--- config.mk ---
export PLATFORM = sky130hd
export DESIGN_NAME = tep_pin_drv
export DESIGN_NICKNAME = d
export VERILOG_FILES = /design/src/rtl/tep_pkg.sv /design/src/rtl/tep_evt_qual.sv /design/src/rtl/tep_lvl_next.sv /design/src/rtl/tep_pin_drv.sv
export SDC_FILE = /design/constraint.sdc
export NUM_CORES = 1
export LEC_CHECK = 0
export ABC_AREA = 1
export BUFFER_PORTS_ARGS = -buffer_cell sky130_fd_sc_hd__buf_2
export CAP_MARGIN = 10
export CORE_AREA = 2 2 39 41
export CTS_CLUSTER_DIAMETER = 60
export DETAILED_ROUTE_END_ITERATION = 16
export DIE_AREA = 0 0 41 43
export PLACE_DENSITY = 0.3
export SYNTH_ARGS = -nofsm -noshare
export SYNTH_HDL_FRONTEND = slang
export SYNTH_SLANG_ARGS = --single-unit
--- constraint.sdc ---
create_clock -name clk -period 2.6 [get_ports clk]
set_input_delay 0.52 -clock clk [delete_from_list [all_inputs] [get_ports clk]]
set_output_delay 0.52 -clock clk [all_outputs]
set_load 0.02 [all_outputs]
--- src/rtl/tep_pkg.sv ---
// Package: shared encodings for the timer event pin driver.
package tep_pkg;
    typedef enum logic [1:0] {
        TRIG_NONE = 2'd0,
        TRIG_OVF  = 2'd1,
        TRIG_BOTH = 2'd2,
        TRIG_RSVD = 2'd3
    } trig_mode_e;
endpackage

--- src/rtl/tep_evt_qual.sv ---
// Event qualifier: decides whether the driver is armed and whether this
// cycle carries an event that acts on the pin.
// Assumes event inputs are single-cycle pulses synchronous to the clock.
module tep_evt_qual
    import tep_pkg::*;
(
    input  logic       ovf,
    input  logic       mat,
    input  trig_mode_e mode,
    input  logic       run,
    output logic       armed,
    output logic       hit
);
    logic mode_on;
    logic mat_ok;

    // Decode which trigger modes arm the driver; reserved counts as off.
    always_comb begin
        mode_on = (mode == TRIG_OVF) || (mode == TRIG_BOTH);
        mat_ok  = (mode == TRIG_BOTH);
    end

    // Combine running state with the qualified events.
    always_comb begin
        armed = run && mode_on;
        hit   = armed && (ovf || (mat_ok && mat));
    end
endmodule

--- src/rtl/tep_lvl_next.sv ---
// Next-level computation: picks the pin level for the next cycle from the
// current level, the qualified event and the control bits.
// Assumes a single combined hit per cycle (coincident events already merged).
module tep_lvl_next (
    input  logic cur,
    input  logic armed,
    input  logic hit,
    input  logic toggle_sel,
    input  logic idle_lvl,
    input  logic pin_is_in,
    output logic nxt
);
    // Priority: input direction holds, idle forces, then toggle or pulse.
    always_comb begin
        if (pin_is_in)
            nxt = cur;
        else if (!armed)
            nxt = idle_lvl;
        else if (toggle_sel)
            nxt = hit ? ~cur : cur;
        else
            nxt = hit ? ~idle_lvl : idle_lvl;
    end
endmodule

--- src/rtl/tep_pin_drv.sv ---
// Timer event pin driver top: registers the pin level computed from the
// overflow/match events and control fields.
// Assumes all inputs are synchronous to clk; reset is synchronous, active low.
module tep_pin_drv
    import tep_pkg::*;
#(
    parameter bit RST_LVL = 1'b0
) (
    input  logic       clk,
    input  logic       rst_n,
    input  logic       ovf_evt,
    input  logic       mat_evt,
    input  logic [1:0] trig_mode,
    input  logic       toggle_sel,
    input  logic       idle_lvl,
    input  logic       pin_is_in,
    input  logic       run,
    output logic       pin_out
);
    trig_mode_e mode;
    logic       armed;
    logic       hit;
    logic       nxt;
    logic       pin_q;

    // Map the raw control field onto the mode type.
    always_comb mode = trig_mode_e'(trig_mode);

    tep_evt_qual u_qual (
        .ovf   (ovf_evt),
        .mat   (mat_evt),
        .mode  (mode),
        .run   (run),
        .armed (armed),
        .hit   (hit)
    );

    tep_lvl_next u_next (
        .cur        (pin_q),
        .armed      (armed),
        .hit        (hit),
        .toggle_sel (toggle_sel),
        .idle_lvl   (idle_lvl),
        .pin_is_in  (pin_is_in),
        .nxt        (nxt)
    );

    // Pin level register, glitch-free output.
    always_ff @(posedge clk) begin
        if (!rst_n)
            pin_q <= RST_LVL;
        else
            pin_q <= nxt;
    end

    assign pin_out = pin_q;
endmodule

**Yosys cells after proc, flatten, opt, wreduce, memory -nomap -nowiden**

Cells that the tools add are included.

- Shifts and indexed selects: 0
- Bitwise gates (word level): 3
- Order comparisons: 0
- Eq/ne operators: 3
- Muxes and demuxes: 4
- Reductions and logical operators: 6
- Divide/modulo/power cells: 0
- Multiply operators: 0
- $add $sub $neg: 0

Operators by type and width:

| cell | number |
|---|---|
| 1-bit two-way mux | 4 |
| 1-bit logical AND | 3 |
| 3-bit != test (second input constant) | 1 |
| 1-bit NOT | 3 |
| 2-bit by 1-bit equality test with 1-bit output (second input constant) | 1 |
| 2-bit equality test (second input constant) | 1 |
| 1-bit logical OR | 2 |
| 2-bit AND reduction | 1 |

- Latch bits: 0
- Memory bits (writable): 0
- Memories: 0
- Flip-flop bits (word level): 1
- Bits of input ports: 10
- Output and inout port bits: 1
- Bits in read-only memories: 0

**Longest topological paths before layout**

Gate-level depths: netlist of the first run.

- Depth in word-level cells: 7
- Gate-level depth with buffers: 10
- Depth with buffers taken out: 10

**Modules after synthesis**

From an unflattened synthesis of the first run, not the netlist that was laid out.

- Cell total of the unflattened synthesis: 27
- Area, all modules: 137.6 um2

By module, submodules not included:

| module | times used | area each (um2) | seq. area each (um2) | cells an instance |
|---|---|---|---|---|
| tep_lvl_next | 1 | 63.8 | 0.0 | 16 |
| tep_evt_qual | 1 | 46.3 | 0.0 | 8 |
| tep_pin_drv | 1 | 27.5 | 20.0 | 3 |

**Worst setup path before layout of the first run**

Ideal clock, no wire load.

- Path kind: in2reg
- From: input trig_mode[0]
- To: register pin_q (netlist: pin_out)
- Library setup time: 109 ps
- Buffers on the path: 0
- Data arrival time: 1229 ps
- Required time: 2491 ps
- Cell stages on the path: 8
- Path slack: 1262 ps
- Path through: inv_1 > ha_1 > inv_1 > nand3_1 > o21ai_2 > a21oi_1 > nand2_1 > inv_1

- Word-level cells in the longest chain between the ends: 7
- Elaborated cells between the ends (all ways): 12
- Classes of those cells: 3 x eq/ne; 3 x mux; 6 x reduce/logical

RTL lines:

| element | RTL line | source |
|---|---|---|
| start, declared | tep_pin_drv.sv:13 | `input logic [1:0] trig_mode,` |
| 2-bit by 1-bit equality test with 1-bit output or 2-bit equality test (tied branches) | tep_evt_qual.sv:19, tep_evt_qual.sv:20 |  |
| 1-bit logical OR or 1-bit logical AND (tied branches) | tep_evt_qual.sv:19, tep_evt_qual.sv:26 |  |
| 1-bit logical AND or 1-bit logical OR (tied branches) | tep_evt_qual.sv:25, tep_evt_qual.sv:26 |  |
| 1-bit logical AND | tep_evt_qual.sv:26 | `hit = armed && (ovf \|\| (mat_ok && mat));` |
| 1-bit two-way mux | tep_lvl_next.sv:22 | `nxt = hit ? ~idle_lvl : idle_lvl;` |
| 1-bit two-way mux | tep_lvl_next.sv:19 | `else if (toggle_sel)` |
| 1-bit two-way mux | tep_lvl_next.sv:17 | `else if (!armed)` |
| end signal, assigned | tep_pin_drv.sv:53 | `pin_q <= nxt;` |
| end, declared | tep_pin_drv.sv:24 | `logic pin_q;` |

Several ways; a longest one is shown, not always the timed one.
A chain may end at the register's enable or synchronous reset.

**Worst setup path after layout of the first run**

Same ends and word-level chain as after synthesis.

==> results of run 1 <==
-- power by group --
part	switching [mW]	internal (mW)	total [mW]
sequential	0.000468	0.0170	0.0175
combinational	0.0150	0.0132	0.0282
clock	0	0	0
-- per-stage QoR --
step	std cells	instance area [um2]	hold slack [ns]	power, mW	utilization [%]
after floorplan	27	148	0.613	0.0353	-
after global placement	53	218	0.553	0.0466	15.7
after detailed placement	53	218	0.551	0.0465	15.7
after CTS	53	218	0.552	0.0466	15.7
after global routing	53	218	0.572	0.0502	15.7
final	53	218	0.535	0.0457	15.7
-- cell usage in the layout, fill, tap and decap left out, drive strengths merged --
cell type,Yosys,final
buf,0,10
dfxtp,1,1
nor2,3,3
o21ai,1,1
o21a,1,1
nand3,3,3
inv,10,10
nand2,6,6
ha,1,1
a21oi,1,1
-- path summary, 6_finish.rpt --
kind / from / to / cells past startpoint
worst max-delay path: trig_mode[0] / pin_out / 9
worst min register to register: pin_out / pin_out / 4
worst min-delay path: pin_out / pin_out / 4
worst max register to register: pin_out / pin_out / 6
-- worst max-delay path, cell delays in order --
cell and delay (ns):
buf_2 0.07, inv_1 0.03, ha_1 0.31, inv_1 0.06, nand3_1 0.07, o21ai_2 0.14, a21oi_1 0.08, nand2_1 0.06
inv_1 0.03
-- cells in the mapped netlist --
master	count	share of area, %
nand3_1	3	10
nand2_2	2	8.5
a21oi_1	1	3.4
nand2_1	4	10
inv_1	9	23
inv_2	1	2.5
nor2_1	2	5.1
o21a_1	1	5.1
dfxtp_1	1	14
nor2_2	1	4.2
o21ai_2	1	5.9
ha_1	1	8.5
-- kinds of logic after synthesis --
| family | Yosys count |
|---|---|
| AOI/OAI and AO/OA | 3 |
| adders and majority gates | 1 |
| buffers and inverters | 10 |
| DFF | 1 |
| and+or+nand+nor | 12 |
-- layout make-up --
cell class	instances	area, um2
Fill cell	176	1170
Multi-Input combinational cell	16	90.1
Timing Repair Buffer	10	50.0
Inverter	10	37.5
Sequential cell	1	20.0
Tap cell	16	20.0
-- routing by layer --
metal | wire [um] | part of all wire, %
met2 | 160 | 54
met1 | 119 | 40
met3 | 14 | 4.8
met5 | 0 | 0
met4 | 0 | 0
==> impl_summary.md, run 1 <==
Floorplan
The placeable core region is 1380 um2. The overall die area is 1760 um2. The cell row count is 14.

Measured along the x axis, the die boundary spans 41 um. The count of boundary I/O pins is 11. The initial utilization of the core area, before any placement, comes to 10.7%. In this run the vertical extent of the chip is 43 um.

Drt
The remaining number of nets flagged by the antenna check after routing is 0. In the routed design, unresolved DRC markers number 0. In the routed layout, each cell is associated on average with a via count of 3.32. Dividing the detail-routed wire length by the instance count gives 5.55 um. The final layout contains routed wiring with a total length of 294 um. The first routing iteration left 0 violations.

The final route contains 176 vias. For this run, the detailed router's first-pass iteration total came to 1.

Placed design
Routability-driven placement finished with a final weighted congestion of 0.634. The post-placement setup slack is 1.10 ns. The count of input and output buffers is 10.

Power
The total leakage power is 0.139 nW. Dividing total power by cell area gives a power density of 210 nW/um2. Across the VDD grid, the largest voltage drop is 51.7 uV.

Synthesis
The Yosys step of the flow raised 0 warnings. The sequential element share of the synthesized area is 13.6%. The summed instance area of the synthesized netlist is 148 um2. The netlist uses 12 different library cells. The average cell area after synthesis is 5.47 um2. By area, the combinational part of the netlist is dominated by simple AND/OR/NAND/NOR gates. Counting flops and latches in the post-synthesis netlist gives 1. The synthesized instance count is 27. Summing the areas of all and, or, nand and nor instances in the mapped netlist gives 38.1% of the synthesized area. The synthesized netlist devotes 14.4% of its cell area to compound gates. The post-synthesis mux area share is 0%. The synthesized netlist devotes 8.47% of its cell area to adder and majority cells. Of the total synthesized cell area, the portion taken by XOR and XNOR cells is 0%.

The post-synthesis net count is 38.

Global routing
Global routing used 4.40% of the available tracks. The routing layer with the top usage in global route is met2. The pin count of the biggest net entering global routing is 3.

The first global-routing pass estimated 607 um of wire. The number of global-route vias before repair was 173. Global routing finished with a remaining overflow of 0. The initial antenna violation count is 0. In the global route stage, met2 resource usage came out at 8.13%. In the global route stage, met3 resource usage came out at 0%. The met1 track demand over resource in global routing is 5.71%.

Timing
Setup repair after global routing left no endpoint under its margin. After layout, the worst setup slack is 1.12 ns. The final worst-path cycle share is 57.1%. Adding up every negative setup slack in the final design gives 0 ns. The number of max-slew violations in the final report is 0. After layout, the minimum clock period comes to 1.48 ns. The count of final hold-check violations came to 0. Setup violations remaining at the end of the flow were counted as 0. The relative max-transition margin is 91.8%. The maximum clock frequency is 0.674 GHz. The actual slew at the worst max-slew pin is 0.123 ns.

The worst-case clock skew is 0 ns.

Critical path
The data required time at the worst endpoint is 2.49 ns. The element type at the critical path end is a flip-flop. At the worst endpoint, the arrival time is 1.37 ns. Of all nets on the critical path, the largest fanout is 2. The register-to-register setup slack is 1.78 ns. By startpoint and endpoint, the worst setup path is classified as in2reg. STA classifies the critical path startpoint as a primary input.

Worst hold path
The path type of the worst min-delay path is reg2reg.

Job
The count of max-cap constraint violations is 0.

Clocking
The count of buffers added by post-CTS timing repair for setup is 0. After clock tree synthesis, the flow added hold-fix buffers numbering 0. The clock latency reported for the late side of the worst-skew pair is 0 ns. The clock-pin slew on the worst setup and hold paths is 0 ns. In this run, post-CTS repair resized a total of 0 instances.

Run status
The run finished with clean final reports.

Finish
Relative to the synthesized area, the layout overhead comes to 47.5%. The layout net count is 50. The number of diodes added for antenna fixing is 0. The share of cells above drive strength 1 is 40.5%. The number of flip-flops in the largest register is 1.
Power figures use the tool's default switching activity.
==> run 2, diff against run 1 <==
==> constraint.sdc (replaced) <==
create_clock -name clk -period 1.2 [get_ports clk]
set_input_delay 0.24 -clock clk [delete_from_list [all_inputs] [get_ports clk]]
set_output_delay 0.24 -clock clk [all_outputs]
set_load 0.02 [all_outputs]
==> impl_summary.md, run 2 (synthesis gave the netlist of run 1 again) <==
Run status
The run finished with clean final reports.

Finish
Compared with the post-synthesis result, the final layout area differs by 66.9%. The number of flip-flops in the largest register is 1. The share of cells above drive strength 1 is 51.4%. In the layout the commonest cells are buf_2 (9), inv_1 (7), nand2_1 (4). The repair_antennas step left the layout with diodes totalling 0. Measured on the finished design, the core utilization comes to 17.8%. Fill cells in the final layout number 175. Once layout is done, the placed cells without fillers occupy 246 um2.

The layout net count is 50. The post-layout instance count excluding filler cells is 53. The leading cell type in the layout, fill and taps excluded is buf_2.

Floorplan
The vertical die dimension is 43 um. The overall die area is 1760 um2. 11 I/O pins were placed. The initial utilization of the core area, before any placement, comes to 10.7%. The cell row count is 14. The total area inside the core boundary comes to 1380 um2. The die is 41 um wide.

Global routing
The overall global routing resource usage is 4.00%. The wire length of the first global-routing pass is 545 um. The sum of overflow across all layers after global routing is 0. Entering global routing, the biggest net connects 3 pins. The number of global-route vias before repair is 173. The initial antenna violation count is 0.

Critical path
The critical path arrival is 1.01 ns. The data required time at the worst endpoint is 1.09 ns. The worst register-to-register path begins at pin_out.

The startpoint of the worst setup timing path is trig_mode[1]. The critical path is of the in2reg type. The register-to-register setup slack is 0.38 ns. The worst setup path is captured at a flip-flop. The maximum fanout encountered on the critical timing path is 2. The kind of start point of the critical path is a primary input.

Drt
The wire length per cell after detailed routing is 5.62 um. The count of nets left with antenna violations once routing finished came out at 0. The detailed-router iteration count before antenna repair is 2. The via count of the routed design is 178.

The via count normalized by instance count is 3.36. The number of DRC violations after detailed routing is 0. Wires add up to 298 um. After the first detailed-routing iteration, the DRC count stood at 1.

Timing
The count of final hold-check violations is 0. For the pin with the worst max-slew slack, the measured transition is 0.112 ns. The minimum period implied by the final worst setup slack is 1.12 ns. Setup repair after global routing left no endpoint under its margin.

The number of max-slew violations in the final report is 0. Setup violations remaining at the end of the flow were counted as 0. The setup TNS is 0 ns. The maximum clock frequency is 0.894 GHz. The clock arrives with 0 ns of skew.

After layout, the worst path uses 93.2% of the clock period. Measured against its own limit, the worst slew margin works out to 92.5%.

Clocking
The clock latency reported for the late side of the worst-skew pair is 0 ns. Hold repair after CTS inserted 0 buffers. The count of buffers added by post-CTS timing repair for setup is 0. The clock-pin slew on the worst setup and hold paths is 0 ns.

Worst hold path
The min-delay analysis places its worst path in the category in2reg. The launch point of the worst hold path is rst_n.

Placed design
Input and output buffers added on the ports amount to 10. At the end of routability-driven placement, the weighted congestion stood at 0.629. The estimated wirelength of the detail-placed design is 305 um. Counting tap cells, the placed design contains a total of 53 instances.

Once placement finished, the instance area stood at 218 um2.

Job
The count of max-cap constraint violations is 0.

Power
VDD sags by at most 111 uV. For this design the static power due to leakage is 0.140 nW. For this design the ratio of total power to cell area is 457 nW/um2.
==> run 2: cell counts in the layout (fill, tap and decap cells not counted) <==
No cell type changed its count.
==> run 2: power breakdown <==
group          leakage [nW]  total [mW]  switching (mW)  internal (mW)
clock network             0           0               0              0
logic                 0.132      0.0747          0.0377         0.0371
registers           0.00832      0.0380         0.00109         0.0369
total                 0.140       0.113          0.0388         0.0740
==> run 2: path summary, 6_finish.rpt <==
check | to | cells after the start
max | pin_out | 9
min | pin_out | 5
max reg2reg | pin_out | 6
min reg2reg | pin_out | 4
==> run 2: final cells by class <==
cell class	count	area (um2)	area share [%]
Multi-Input combinational cell	16	113	45.7
Timing Repair Buffer	10	56.3	22.8
Inverter	10	37.5	15.2
Sequential cell	1	20.0	8.12
Tap cell	16	20.0	8.12
==> run 2: timing repair <==
item,4_1_cts,5_1_grt
endpoints found under the setup margin,1,1
gates resized for setup,2,4
pin swaps,1,4
==> run 2: per-stage QoR <==
| stage | total power [mW] | hold WS (ns) | setup slack, ns |
|---|---|---|---|
| 2_1_floorplan | 0.0764 | 0.418 | 0.142 |
| 3_3_place_gp | 0.101 | 0.552 | -0.0157 |
| 3_5_place_dp | 0.101 | 0.545 | -0.0168 |
| 4_1_cts | 0.106 | 0.545 | 0.0265 |
| 5_1_grt | 0.123 | 0.575 | 0.00123 |
| 6_report | 0.113 | 0.534 | 0.0814 |
==> run 2: worst max-delay path, stage by stage <==
cell     delay (ns)
buf_2          0.11
ha_4           0.27
inv_2          0.03
nand3_2        0.05
o21ai_2        0.06
nor2_1         0.10
nand2_1        0.06
nand2_1        0.05
inv_1          0.03
==> run 2: routing by layer <==
layer,vias up,part of all wire [%],track usage [%]
met5,-,0,0
met2,3,55,8.13
met4,0,0,0
li1,98,-,-
met3,0,4.0,0
met1,77,41,4.44
==> run 3, diff against run 2 <==
==> constraint.sdc (replaced) <==
create_clock -name clk -period 1.4 [get_ports clk]
set_input_delay 0.28 -clock clk [delete_from_list [all_inputs] [get_ports clk]]
set_output_delay 0.28 -clock clk [all_outputs]
set_load 0.02 [all_outputs]
==> impl_summary.md, run 3 (synthesis gave the netlist of run 1 again) <==
Run status
The run finished with clean final reports.

Critical path
The critical path arrival is 1.14 ns. STA classifies the critical path endpoint as a flip-flop. The most numerous cell type found on the critical path is inv_1.

The data required time at the worst endpoint is 1.29 ns. The worst setup path is launched from a primary input. The category of the most critical setup path is in2reg.

The startpoint of the worst setup timing path is trig_mode[0]. The largest stage delay on the critical path is 0.30 ns. The slowest stage of the critical path is the ha_1 cell. In this run the worst path has a maximum fanout of 2. The critical path goes through buf_2 > inv_1 > ha_1 > inv_1 > nand3_1 > o21ai_2 > a21oi_1 > nand2_1 > inv_1. In this run the critical register-to-register path is launched from pin_out.

Floorplan
Measured along the x axis, the die boundary spans 41 um. Row generation in the floorplan step produced 14 rows. The vertical die dimension is 43 um. The region available for standard cell placement spans 1380 um2. 11 I/O pins were placed. The overall die area is 1760 um2. The initial standard-cell utilization of the core is 10.7%.

Clocking
The count of buffers added by post-CTS timing repair for setup is 0. The count of hold-fix buffers inserted at cts is 0. The number of gates resized after CTS was 0. The clock-pin slew on the worst setup and hold paths is 0 ns.

The clock latency reported for the late side of the worst-skew pair is 0 ns.

Drt
The routed design has 284 um of wire. The detailed-router iteration count before antenna repair is 4. The detail route stage leaves a number of antenna-violating nets equal to 0.

The number of DRC violations after detailed routing is 0. The via count of the routed design is 168. The iteration-0 DRC count of the detailed router is 4. Using the TritonRoute via totals, the vias-per-cell ratio works out to 3.17. The wire length per cell after detailed routing is 5.36 um.

Finish
The number of flip-flops in the largest register came to 1. In the layout the commonest cells are buf_2 (10), inv_1 (9), nand2_1 (4). In the final layout, the multi-input gates occupy 90.1 um2. The share of cells above drive strength 1 is 40.5%. The library cell used most frequently in the layout, excluding fill and tap cells, is buf_2. Fill cells in the final layout number 173. From synthesis to final layout, the design area changed by 47.5%. In the final layout, flip-flops and latches occupy 20.0 um2.

The number of diodes added for antenna fixing is 0. The layout net count is 50.

Placed design
Input and output buffers added on the ports amount to 10. The congestion estimate from routability-driven global placement came to 0.641.

Timing
Setup violations remaining at the end of the flow were counted as 0. Setup repair after global routing left no endpoint under its margin. Setup total negative slack on the finished layout was measured at 0 ns.

The worst-case clock skew is 0 ns. At the pin with the least slew margin, the transition time is 0.121 ns. The maximum clock frequency is 0.799 GHz. The hold slack is 0.540 ns. The count of final hold-check violations is 0.

The number of max-slew violations in the final report was 0. The worst path uses 89.4% of the clock period. The relative max-transition margin is 92.0%.

The minimum period implied by the final worst setup slack is 1.25 ns.

Worst hold path
The path type of the worst min-delay path is reg2reg. The launch point of the worst hold path is pin_out.

Global routing
The number of global-route vias before repair is 154. The sum of overflow across all layers after global routing is 0. The wire length of the first global-routing pass is 510 um. The overall global routing resource usage is 3.80%. The initial antenna violation count came to 0. Entering global routing, the biggest net connects 3 pins.

Power
Across the VDD grid, the largest voltage drop is 95.9 uV. For this design the ratio of total power to cell area is 388 nW/um2. The analysis attributes to cell leakage a power of 0.139 nW.

Job
Max-cap violations in this run came to 0.
## run 3: critical path, delay by kind of cell
| family | cells | cell delay [ns] |
|---|---|---|
| AND/OR/NAND/NOR | 2 | 0.15 |
| buffers and inverters | 4 | 0.19 |
| adder cells (fa/ha/maj) | 1 | 0.30 |
| AO/OA/AOI/OAI | 2 | 0.22 |
## run 3: area by class of cell
class | count | area share (%)
multi-input cells | 16 | 41.4
repair buffers | 10 | 23.0
inverters | 10 | 17.2
flip-flops and latches | 1 | 9.20
well taps | 16 | 9.20
## run 3: report_power, final
group	internal, mW	switching (mW)
registers	0.0316	0.000878
clock network	0	0
logic	0.0244	0.0275
## run 3: stage by stage
stage	util [%]	area, um2	power (mW)	worst slack, ns	instances
after detailed placement	15.7	218	0.0859	0.133	53
after global placement	15.7	218	0.0861	0.130	53
after global routing	15.7	218	0.0932	0.0304	53
after CTS	15.7	218	0.0861	0.131	53
after floorplan	-	148	0.0655	0.302	27
final	15.7	218	0.0844	0.149	53
## run 3: layer usage
metal | global-route usage, % | vias to the layer above | wire [um]
met4 | 0 | 0 | 0
met1 | 4.44 | 66 | 118
met2 | 7.50 | 3 | 149
met3 | 0 | 0 | 16
met5 | 0 | - | 0
li1 | - | 99 | -
## run 3: path summary, 6_finish.rpt
| path | depth (start not counted) | slack (ns) | to |
|---|---|---|---|
| worst max-delay path | 9 | 0.15 | pin_out |
| worst max register to register | 6 | 0.58 | pin_out |
| worst min-delay path | 4 | 0.54 | pin_out |
| worst min register to register | 4 | 0.54 | pin_out |
